===== src/rtl/cds_seq_pkg.sv =====
package cds_seq_pkg;

    typedef enum logic [2:0] {
        PH_IDLE,
        PH_RST,
        PH_GUARD,
        PH_SMP1,
        PH_INTG,
        PH_SMP2,
        PH_HOLD,
        PH_DONE
    } phase_e;

endpackage


===== src/rtl/cds_cfg_check.sv =====
module cds_cfg_check #(
    parameter int CNT_W = 8
) (
    input  logic [CNT_W-1:0] rst_len_i,
    input  logic [CNT_W-1:0] guard_len_i,
    input  logic [CNT_W-1:0] tint_len_i,
    input  logic [CNT_W-1:0] settle_len_i,
    input  logic [CNT_W-1:0] conv_slot_i,
    output logic             cfg_ok_o,
    output logic [CNT_W:0]   mux_at_o
);
    localparam int EXT_W = CNT_W + 1;

    logic [EXT_W-1:0] pre_len;
    logic [EXT_W-1:0] settle_ext;
    logic             any_zero;

    always_comb begin
        pre_len    = EXT_W'(rst_len_i) + EXT_W'(guard_len_i);
        settle_ext = EXT_W'(settle_len_i);
        any_zero   = (rst_len_i == '0) || (guard_len_i == '0) || (tint_len_i == '0)
                  || (settle_len_i == '0) || (conv_slot_i == '0);
        // mux strobe must land inside reset+guard, at least one clock before sample 1
        cfg_ok_o   = !any_zero && (settle_ext <= pre_len);
        mux_at_o   = pre_len - settle_ext;
    end

endmodule


===== src/rtl/cds_seq_core.sv =====
module cds_seq_core
    import cds_seq_pkg::*;
#(
    parameter int CNT_W = 8
) (
    input  logic             clk,
    input  logic             rst_n,
    input  logic             start_i,
    input  logic             cfg_ok_i,
    input  logic [CNT_W:0]   mux_at_i,
    input  logic [CNT_W-1:0] rst_len_i,
    input  logic [CNT_W-1:0] guard_len_i,
    input  logic [CNT_W-1:0] tint_len_i,
    input  logic [CNT_W-1:0] conv_slot_i,
    input  logic             cds_en_i,
    output logic             reset_o,
    output logic             intg_o,
    output logic             smp1_o,
    output logic             smp2_o,
    output logic             hold_o,
    output logic             conv_o,
    output logic             mux_upd_o,
    output logic             done_o,
    output logic             cfg_err_o
);
    typedef struct packed {
        phase_e           phase;
        logic [CNT_W-1:0] cnt;
        logic [CNT_W:0]   el;
        logic [CNT_W:0]   mux_at;
        logic [CNT_W-1:0] guard;
        logic [CNT_W-1:0] tint;
        logic [CNT_W-1:0] conv;
        logic             cds;
        logic             pend;
        logic             err;
    } seq_t;

    seq_t s_d, s_q;
    logic go;

    always_comb begin
        s_d = s_q;
        go  = start_i | s_q.pend;
        if (s_q.phase == PH_IDLE || s_q.phase == PH_DONE) begin
            s_d.pend  = 1'b0;
            s_d.phase = PH_IDLE;
            if (go) begin
                if (cfg_ok_i) begin
                    s_d.phase  = PH_RST;
                    s_d.cnt    = rst_len_i - 1'b1;
                    s_d.el     = '0;
                    s_d.mux_at = mux_at_i;
                    s_d.guard  = guard_len_i;
                    s_d.tint   = tint_len_i;
                    s_d.conv   = conv_slot_i;
                    s_d.cds    = cds_en_i;
                    s_d.err    = 1'b0;
                end else begin
                    s_d.err = 1'b1;
                end
            end
        end else begin
            s_d.pend = s_q.pend | start_i;
            s_d.cnt  = s_q.cnt - 1'b1;
            unique case (s_q.phase)
                PH_RST: begin
                    s_d.el = s_q.el + 1'b1;
                    if (s_q.cnt == '0) begin
                        s_d.phase = PH_GUARD;
                        s_d.cnt   = s_q.guard - 1'b1;
                    end
                end
                PH_GUARD: begin
                    s_d.el = s_q.el + 1'b1;
                    if (s_q.cnt == '0) s_d.phase = PH_SMP1;
                end
                PH_SMP1: begin
                    s_d.phase = PH_INTG;
                    s_d.cnt   = s_q.tint - 1'b1;
                end
                PH_INTG: begin
                    if (s_q.cnt == '0) s_d.phase = PH_SMP2;
                end
                PH_SMP2: begin
                    s_d.phase = PH_HOLD;
                    s_d.cnt   = s_q.conv;
                end
                PH_HOLD: begin
                    if (s_q.cnt == '0) s_d.phase = PH_DONE;
                end
                default: s_d.phase = PH_IDLE;
            endcase
        end
    end

    always_ff @(posedge clk or negedge rst_n) begin
        if (!rst_n) begin
            s_q       <= '0;
            s_q.phase <= PH_IDLE;
        end else begin
            s_q <= s_d;
        end
    end

    always_comb begin
        reset_o   = (s_q.phase == PH_RST);
        smp1_o    = (s_q.phase == PH_SMP1) && s_q.cds;
        intg_o    = (s_q.phase == PH_INTG);
        smp2_o    = (s_q.phase == PH_SMP2);
        hold_o    = (s_q.phase == PH_HOLD);
        conv_o    = (s_q.phase == PH_HOLD) && (s_q.cnt == '0);
        done_o    = (s_q.phase == PH_DONE);
        mux_upd_o = ((s_q.phase == PH_RST) || (s_q.phase == PH_GUARD)) && (s_q.el == s_q.mux_at);
        cfg_err_o = s_q.err;
    end

endmodule


===== src/rtl/cds_seq_top.sv =====
module cds_seq_top #(
    parameter int CNT_W = 8
) (
    input  logic             clk,
    input  logic             rst_n,
    input  logic             start_i,
    input  logic [CNT_W-1:0] cfg_rst_len_i,
    input  logic [CNT_W-1:0] cfg_guard_len_i,
    input  logic [CNT_W-1:0] cfg_tint_len_i,
    input  logic [CNT_W-1:0] cfg_settle_len_i,
    input  logic [CNT_W-1:0] cfg_conv_slot_i,
    input  logic             cfg_cds_en_i,
    output logic             reset_o,
    output logic             intg_o,
    output logic             smp1_o,
    output logic             smp2_o,
    output logic             hold_o,
    output logic             conv_o,
    output logic             mux_upd_o,
    output logic             done_o,
    output logic             cfg_err_o
);
    logic           cfg_ok;
    logic [CNT_W:0] mux_at;

    cds_cfg_check #(.CNT_W(CNT_W)) u_check (
        .rst_len_i    (cfg_rst_len_i),
        .guard_len_i  (cfg_guard_len_i),
        .tint_len_i   (cfg_tint_len_i),
        .settle_len_i (cfg_settle_len_i),
        .conv_slot_i  (cfg_conv_slot_i),
        .cfg_ok_o     (cfg_ok),
        .mux_at_o     (mux_at)
    );

    cds_seq_core #(.CNT_W(CNT_W)) u_core (
        .clk         (clk),
        .rst_n       (rst_n),
        .start_i     (start_i),
        .cfg_ok_i    (cfg_ok),
        .mux_at_i    (mux_at),
        .rst_len_i   (cfg_rst_len_i),
        .guard_len_i (cfg_guard_len_i),
        .tint_len_i  (cfg_tint_len_i),
        .conv_slot_i (cfg_conv_slot_i),
        .cds_en_i    (cfg_cds_en_i),
        .reset_o     (reset_o),
        .intg_o      (intg_o),
        .smp1_o      (smp1_o),
        .smp2_o      (smp2_o),
        .hold_o      (hold_o),
        .conv_o      (conv_o),
        .mux_upd_o   (mux_upd_o),
        .done_o      (done_o),
        .cfg_err_o   (cfg_err_o)
    );

endmodule


===== config.mk =====
export PLATFORM = sky130hd
export DESIGN_NAME = cds_seq_top
export DESIGN_NICKNAME = d
export VERILOG_FILES = /design/src/rtl/cds_seq_pkg.sv /design/src/rtl/cds_cfg_check.sv /design/src/rtl/cds_seq_core.sv /design/src/rtl/cds_seq_top.sv
export SDC_FILE = /design/constraint.sdc
export NUM_CORES = 1
export LEC_CHECK = 0
export BUFFER_PORTS_ARGS = -buffer_cell sky130_fd_sc_hd__clkbuf_2
export CAP_MARGIN = 20
export CORE_ASPECT_RATIO = 0.6
export CORE_MARGIN = 8
export CORE_UTILIZATION = 45
export CTS_BUF_LIST = sky130_fd_sc_hd__clkbuf_16
export DETAILED_ROUTE_END_ITERATION = 8
export PLACE_DENSITY = 0.71
export SLEW_MARGIN = 40
export SYNTH_ARGS = -nofsm -noshare
export SYNTH_HDL_FRONTEND = slang
export SYNTH_HIERARCHICAL = 1
export SYNTH_SLANG_ARGS = --single-unit

===== constraint.sdc =====
create_clock -name clk -period 2.71 [get_ports clk]
set_input_delay 0.271 -clock clk [delete_from_list [all_inputs] [get_ports clk]]
set_output_delay 0.271 -clock clk [all_outputs]
set_load 0.02 [all_outputs]

==> results by group, run 1 <==
Clocking
  • CTS Root Cell: clkbuf_16
  • CTS sink cnt: 56
  • Clock Latency Late Sink: 0.30 ns
  • Num CTS Buffers: 5
  • Htree depth: 2
  • Clock tree buffer depth: 2
  • Reg clk slew, reported paths: about 0.07 ns
  • CTS tree: yes

Global routing
  • Met2 Resource Use GR: 0.290
  • Met3 Usage GRT: 0.0591
  • Pin count of the biggest net entering global routing: 43
  • Gr ovfl total: 0
  • Initial antenna violation count: 0
  • Met1 usage: 0.291
  • Number of global-route vias before repair: 4,042
  • Tot GR Track Use: 0.205
  • GRT busiest layer: met1
  • First-pass GRT wire length: 20,700 um

Synth
  • Ys Warns: 6
  • Synth top area cells: dfrtp_1 34%, mux2_2 7.2%, ha_1 6.4%
  • Synthesized area per cell: 9.06 sq um
  • Post-synthesis mux area share: 0.0717
  • Cell area after synthesis: roughly 4100 sq um
  • Unique masters post-synth: 58
  • Post-synth ARST share: 1.00
  • Mapped Cells: 451
  • Largest family of logic cells by synthesized area: simple AND/OR/NAND/NOR gates
  • Post-Synth XOR/XNOR Area: 0.0986
  • Adder-cell share of the synthesized area: 0.0741
  • Synth Area in Compound Gates: 0.171
  • Yosys top cell by area: dfrtp_1
  • Yosys top cell area share: 0.343
  • Post-synthesis simple-gate area fraction: 0.202
  • Syn_nets: approximately 520
  • Number of synthesized register bits: between 50 and 60
  • Sequential area share after synthesis: 0.343
  • Post-synth EDFFs: 0
  • Most used DFF post-synth: dfrtp_1

Hold path
  • HP Class: in -> reg

Detailed routing
  • Vias post-DR: 3,964
  • 1st-pass router iterations: 6
  • DR DRC count: 0
  • Antenna Violating Nets Remaining: 0
  • Routed vias/inst: 5.80
  • DR iter-0 viols: 322
  • WL final: 12,900 um
  • Drt wl/cell: 18.9 um

STA
  • Least-Margin Pin Slew: between 0.5 and 0.6 ns
  • Clock skew: about 0.0041 ns
  • Final count of hold timing violations: 0
  • Max-slew violations: 0
  • Fmax: 303 MHz
  • Final worst path period need: 3.30 ns
  • Final worst slack: -0.586 ns
  • Max-slew headroom: 0.614
  • RSZ-0062 raised after global routing: true
  • Final hold slack: between 0.15 and 0.2 ns
  • Setup-failing EPs final: 53
  • Tcrit/Tclk final: 1.22

Floorplanning
  • Width of the die: 139 um
  • Die H: 89.8 um
  • Core footprint: 8990 sq um
  • Site Rows: 27
  • Initial Util: 0.455
  • Die Area: 12,500 sq um
  • Boundary Pins: 53

Layout
  • Fillcell total: 757
  • N_diodes: 0
  • Layout cell share with drive strength beyond 1: 0.357
  • Area grow syn2layout: 32.5%
  • Layout Nets: 634
  • Finished Layout Cells: 684
  • Utilization after layout: 0.602

Worst setup path
  • Setup Crit Path Kind: in -> reg
  • Worst Setup Start Kind: input port
  • Crit-path max FO: 7
  • Arr. time, crit path: ~3.5 ns
  • Required @ worst endpoint: 2.90 ns
  • Element type at the critical path end: register

Placement
  • Post-placement cell count: roughly 660
  • Post-DP HPWL: 9680 um
  • RD Place Congestion: about 0.90
  • # port buffers: 52

Outcome
  • Status: finished with violations
  • Failing checks: setup timing

Run
  • Max Cap Viol: 0

Power and ir drop
  • Cell Pwr Density: between 900 and 1000 nW/um^2
  • Leakage: roughly 2.5 nW
  • Total power draw: approximately 5.4 mW
  • Maximum resistive drop on vdd: roughly 0.45 mV
repair_timing:
action | CTS | global route
pin swaps | 9 | 3
endpoints found under the hold margin | 14 | 0
setup buffers | 10 | 2
resized for setup | 22 | 23
endpoints found under the setup margin | 53 | 54
hold buffers | 1 | 0
gates cloned | 4 | 1
worst max-delay path, stage by stage:
cell	delay (ns)
buf_8	0.10
ha_4	0.15
inv_2	0.05
fa_2	0.22
nor2b_4	0.05
o31a_1	0.29
o21a_1	0.21
nor2_2	0.10
xnor2_1	0.08
ha_1	0.37
buf_6	0.12
nand4_1	0.11
nor2_1	0.17
nor2_2	0.07
a31oi_4	0.20
o21a_1	0.21
o21ai_4	0.11
buf_12	0.16
buf_16	0.14
mux2_4	0.30
metal layers:
layer,wire length [um],vias up
met5,0,-
met4,205,0
li1,-,1849
met2,5210,199
met3,1190,24
met1,6330,1892
worst paths after layout:
path,depth (start not counted),end,startpoint,slack [ns]
max,20,u_core/s_q[31],cfg_rst_len_i[0],-0.59
min in group asynchronous,2,u_core/s_q[53],rst_n,0.41
max reg2reg,7,u_core/s_q[48],u_core/s_q[45],0.44
min reg2reg,2,u_core/s_q[2],u_core/s_q[2],0.48
min,3,u_core/s_q[2],cfg_cds_en_i,0.16
max in group asynchronous,3,u_core/s_q[33],rst_n,1.41
metrics by stage:
step           cell area (sq um)  setup TNS, ns  worst slack, ns
2_1_floorplan               4170         -25.69           -0.593
3_3_place_gp                4910         -39.17           -0.823
3_5_place_dp                4910         -43.01           -0.905
4_1_cts                     5330         -19.22           -0.481
5_1_grt                     5410         -28.65           -0.685
6_report                    5410         -22.81           -0.586
cell usage after synthesis (all sizes together), types with 5 or more instances:
library cell,number
or3,6
or4,6
mux2,26
nor3,11
clkbuf,9
buf,7
ha,21
o21ai,25
a211oi,6
xnor2,24
inv,25
xor2,22
a21oi,23
nor2,42
a21o,6
nand2b,6
nand2,47
dfrtp,56
nor4,15
nor3b,5
nand4,7
a31oi,5
o21a,7
layout by cell type, fill, tap and decap left out, types with 5 or more instances in the layout:
| master | synthesis | final |
|---|---|---|
| or3_1 | 6 | 6 |
| clkbuf_16 | 0 | 6 |
| inv_1 | 25 | 24 |
| clkbuf_2 | 0 | 50 |
| xnor2_1 | 24 | 24 |
| buf_4 | 0 | 59 |
| o21ai_1 | 9 | 7 |
| nand2b_1 | 6 | 5 |
| mux2_4 | 0 | 5 |
| nand2_1 | 46 | 42 |
| xor2_1 | 22 | 22 |
| buf_6 | 0 | 9 |
| nand4_1 | 7 | 7 |
| nor2_2 | 1 | 6 |
| a21o_1 | 6 | 6 |
| dfrtp_1 | 56 | 56 |
| mux2_2 | 26 | 21 |
| or4_1 | 5 | 5 |
| o21ai_0 | 15 | 14 |
| nor2_1 | 41 | 35 |
| nor4_1 | 11 | 11 |
| o21a_1 | 7 | 7 |
| a21oi_1 | 21 | 20 |
| nor3_1 | 10 | 10 |
| ha_1 | 21 | 19 |
sequential cells by signal, summed over array words and instances, names as in the netlist:
| register | cells |
|---|---|
| u_core/cfg_err_o | 1 |
| u_core/s_q | 55 |
report_power, final:
group          switching (mW)  leakage (nW)  internal (mW)
combinational            1.50          1.70           1.51
clock                   0.322        0.0742          0.347
sequential              0.478         0.679           1.22
kinds of logic (layout without fill, tap and decap cells):
family,Yosys count,count (layout)
mux,26,26
fa+ha+maj,23,23
buf+inv,41,158
compound gates,99,99
xor+xnor,46,46
simple gates,160,160
flops,56,56
layout make-up:
class / instances / area, sq um / area share
multi-input cells: 354 / 2690 / 0.498
flip-flops and latches: 56 / 1400 / 0.259
repair buffers: 125 / 932 / 0.172
well taps: 116 / 145 / 0.0268
clock buffers: 5 / 125 / 0.0231
inverters: 25 / 93.8 / 0.0173
clock inverters: 3 / 22.5 / 0.00416
No activity file was read; power rests on OpenSTA's default activity.
==> run 2, diff against run 1 <==
--- a/config.mk
+++ b/config.mk
@@ -7,12 +7,15 @@
 export LEC_CHECK = 0
 export BUFFER_PORTS_ARGS = -buffer_cell sky130_fd_sc_hd__clkbuf_2
 export CAP_MARGIN = 20
+export CELL_PAD_IN_SITES_DETAIL_PLACEMENT = 0
+export CELL_PAD_IN_SITES_GLOBAL_PLACEMENT = 1
 export CORE_ASPECT_RATIO = 0.6
 export CORE_MARGIN = 8
 export CORE_UTILIZATION = 45
 export CTS_BUF_LIST = sky130_fd_sc_hd__clkbuf_16
 export DETAILED_ROUTE_END_ITERATION = 8
-export PLACE_DENSITY = 0.71
+export MAX_ROUTING_LAYER = met4
+export PLACE_DENSITY = 0.87
 export SLEW_MARGIN = 40
 export SYNTH_ARGS = -nofsm -noshare
 export SYNTH_HDL_FRONTEND = slang
==> run 2 against run 1 <==
Non-clock buffer count decreased by 2; critical path depth decreased by 1; clock skew increased by 0.0029 ns; combinational power decreased by 3%; highest routed layer unchanged; die area unchanged; cell count decreased by 0.29%; power decreased by 1.9%; utilization decreased by 0.71 points; sequential share of layout area increased by 0.31 points; setup slack improved by 0.018 ns; via count decreased by 3.5%; the run still ends with setup timing left.
==> results by group, run 2 (synthesized netlist as in run 1, its figures left out) <==
Worst setup path
  • Worst Reg2Reg Path Length in Cells: 7 (unchanged)
  • Required @ worst endpoint: 2.89 ns (about the same)
  • Reg-to-reg slack, setup: 0.45 ns (about the same)
  • Element type at the critical path end: register
  • Worst reg2reg endpoint: u_core/s_q[48]
  • Worst reg2reg startpoint: u_core/s_q[45]
  • Arr. time, crit path: 3.46 ns (-0.02 ns)
  • Crit-path cells: buf_8, ha_4, inv_2, fa_2, nor2b_4, o31a_1, o21a_1, nor2_1, xnor2_1, ha_1, a21oi_2, nand2_1, o21ai_2, nand2b_4, a31oi_4, o21a_1, o21ai_4, buf_12, mux2_2
  • Slowest cell on the critical path: ha_1
  • Crit-path max FO: 16 (+9)
  • Crit-path max cell delay: 0.36 ns (about the same)
  • Most frequent CP cell: o21a_1
  • Worst Setup Start Kind: input port
  • Setup Crit Path Kind: in -> reg
  • Crit. Startpoint: cfg_guard_len_i[0]
  • Worst setup path endpoint: u_core/s_q[9]

Detailed routing
  • Vias post-DR: 3,827 (-3.5%)
  • Antenna Violating Nets Remaining: 0 (unchanged)
  • 1st-pass router iterations: 5 (-1)
  • WL final: 12,500 um (-3.7%)
  • DR iter-0 viols: 316 (-1.9%)
  • Drt wl/cell: 18.3 um (-3.4%)
  • Routed vias/inst: 5.61 (-3.2%)
  • DR DRC count: 0 (unchanged)

Floorplanning
  • Width of the die: 139 um (unchanged)
  • Site Rows: 27 (unchanged)
  • Initial Util: 0.455 (unchanged)
  • Die H: 89.8 um (unchanged)
  • Core footprint: 8990 sq um (unchanged)
  • Die Area: 12,500 sq um (unchanged)
  • Boundary Pins: 53 (unchanged)

STA
  • Setup total negative slack: -26.80 ns (-3.99 ns)
  • Final worst slack: -0.567 ns (+0.0183 ns)
  • Max-slew headroom: 0.526 (-0.0875)
  • Setup-failing EPs final: 53 (unchanged)
  • Final worst path period need: 3.28 ns (-0.0183 ns)
  • Tcrit/Tclk final: 1.21 (-0.00674)
  • Clock skew: 0.00699 ns (+0.00287 ns)
  • Least-Margin Pin Slew: 0.711 ns (+0.132 ns)
  • RSZ-0062 raised after global routing: true
  • Max-slew violations: 0 (unchanged)
  • Fmax: 305 MHz (+0.56%)
  • Final count of hold timing violations: 0 (unchanged)

Global routing
  • First-pass GRT wire length: 20,200 um (-2.4%)
  • Gr ovfl total: 0 (unchanged)
  • Tot GR Track Use: 0.205 (about the same)
  • Number of global-route vias before repair: 3,818 (-5.5%)
  • Pin count of the biggest net entering global routing: 57 (+33%)
  • Initial antenna violation count: 0 (unchanged)

Layout
  • N_diodes: 0 (unchanged)
  • Utilization after layout: 0.595 (-0.00710)
  • Design Area, Final: 5350 sq um (-1.2%)
  • Number of flip-flops in the largest register: 55 (unchanged)
  • Layout cell share with drive strength beyond 1: 0.355 (-0.00227)
  • Area grow syn2layout: 31.0%
  • Commonest non-fill, non-tap cell in the layout: buf_4
  • Area of the multi-input gates: 2690 sq um (-0.23%)
  • Largest Register: u_core/s_q
  • Commonest cells after routing, fill and taps aside: 59 x buf_4, 56 x dfrtp_1, 50 x clkbuf_2
  • Finished Layout Cells: 682 (-0.29%)
  • Sequential Area: 1400 sq um (unchanged)
  • Layout Nets: 632 (-0.32%)
  • Fillcell total: 776 (+2.5%)

Clocking
  • Reg clk slew, reported paths: 0.08 ns (about the same)
  • CTS Root Cell: clkbuf_16
  • Htree depth: 2 (unchanged)
  • Cts-stage hold buffer count: 0 (-1)
  • Clock Latency Late Sink: 0.30 ns (about the same)
  • Clock tree buffer depth: 2 (unchanged)
  • CTS sink cnt: 56 (unchanged)
  • Num CTS Buffers: 5 (unchanged)
  • CTS tree: yes

Outcome
  • Status: finished with violations
  • Failing checks: setup timing

Placement
  • Post-placement cell count: 662 (+0.46%)
  • # port buffers: 52 (unchanged)
  • RD Place Congestion: 0.893 (-0.39%)
  • Post-DP HPWL: 9840 um (+1.7%)
  • Post-DP Area: 4940 sq um (+0.46%)

Hold path
  • HP Class: in -> async

Run
  • Max Cap Viol: 0 (unchanged)

Power and ir drop
  • Cell Pwr Density: 987 nW/um^2 (-0.72%)
  • Maximum resistive drop on vdd: 0.431 mV (-4.2%)
  • Leakage: 2.43 nW (-1.2%)
  • Total power draw: 5.28 mW (-1.9%)
run 2: through the flow:
stage	setup slack [ns]	hold WS, ns
finish	-0.567	0.109
global route	-0.672	0.179
CTS	-0.489	0.134
detailed placement	-0.919	0.459
global placement	-0.768	0.443
floorplan	-0.593	-0.0246
run 2: critical path: cells and delay by family:
family                   cells  cell delay, ns
buffers and inverters        3            0.36
AND/OR/NAND/NOR              4            0.39
XOR/XNOR                     1            0.10
multiplexers                 1            0.34
AO/OA/AOI/OAI                7            1.24
adder cells (fa/ha/maj)      3            0.73
run 2: worst min-delay path by stage:
stage	cells past startpoint	slack, ns	start	endpoint
floorplan	0	-0.02	rst_n	u_core/cfg_err_o
CTS	2	0.13	rst_n	u_core/s_q[53]
global placement	2	0.44	rst_n	u_core/s_q[53]
detailed placement	2	0.46	rst_n	u_core/s_q[53]
global route	2	0.18	rst_n	u_core/s_q[51]
finish	2	0.11	rst_n	u_core/s_q[53]
run 2: cell type report:
class / count / area share
Clock inverter: 3 / 0.00398
Clock buffer: 5 / 0.0234
Multi-Input combinational cell: 354 / 0.502
Inverter: 25 / 0.0175
Tap cell: 116 / 0.0271
Timing Repair Buffer: 123 / 0.164
Sequential cell: 56 / 0.262
run 2: report_power, final:
part,internal (mW),switching [mW]
clock,0.346,0.327
sequential,1.22,0.478
combinational,1.46,1.45
run 2: what timing repair did:
action                     4_1_cts  5_1_grt
gates cloned                     1        0
pin swaps                       11        3
setup endpoints to repair       53       54
hold endpoints to repair         0        0
buffers inserted                10        2
resized for setup               32       10
run 2: metal layers:
metal  GRT usage  vias to the layer above  routed length, um
met5           -                        -                  0
met4      0.0345                        0                103
met3      0.0375                       13                806
met2       0.272                      152               4940
met1       0.312                     1826               6610
li1            -                     1836                  -
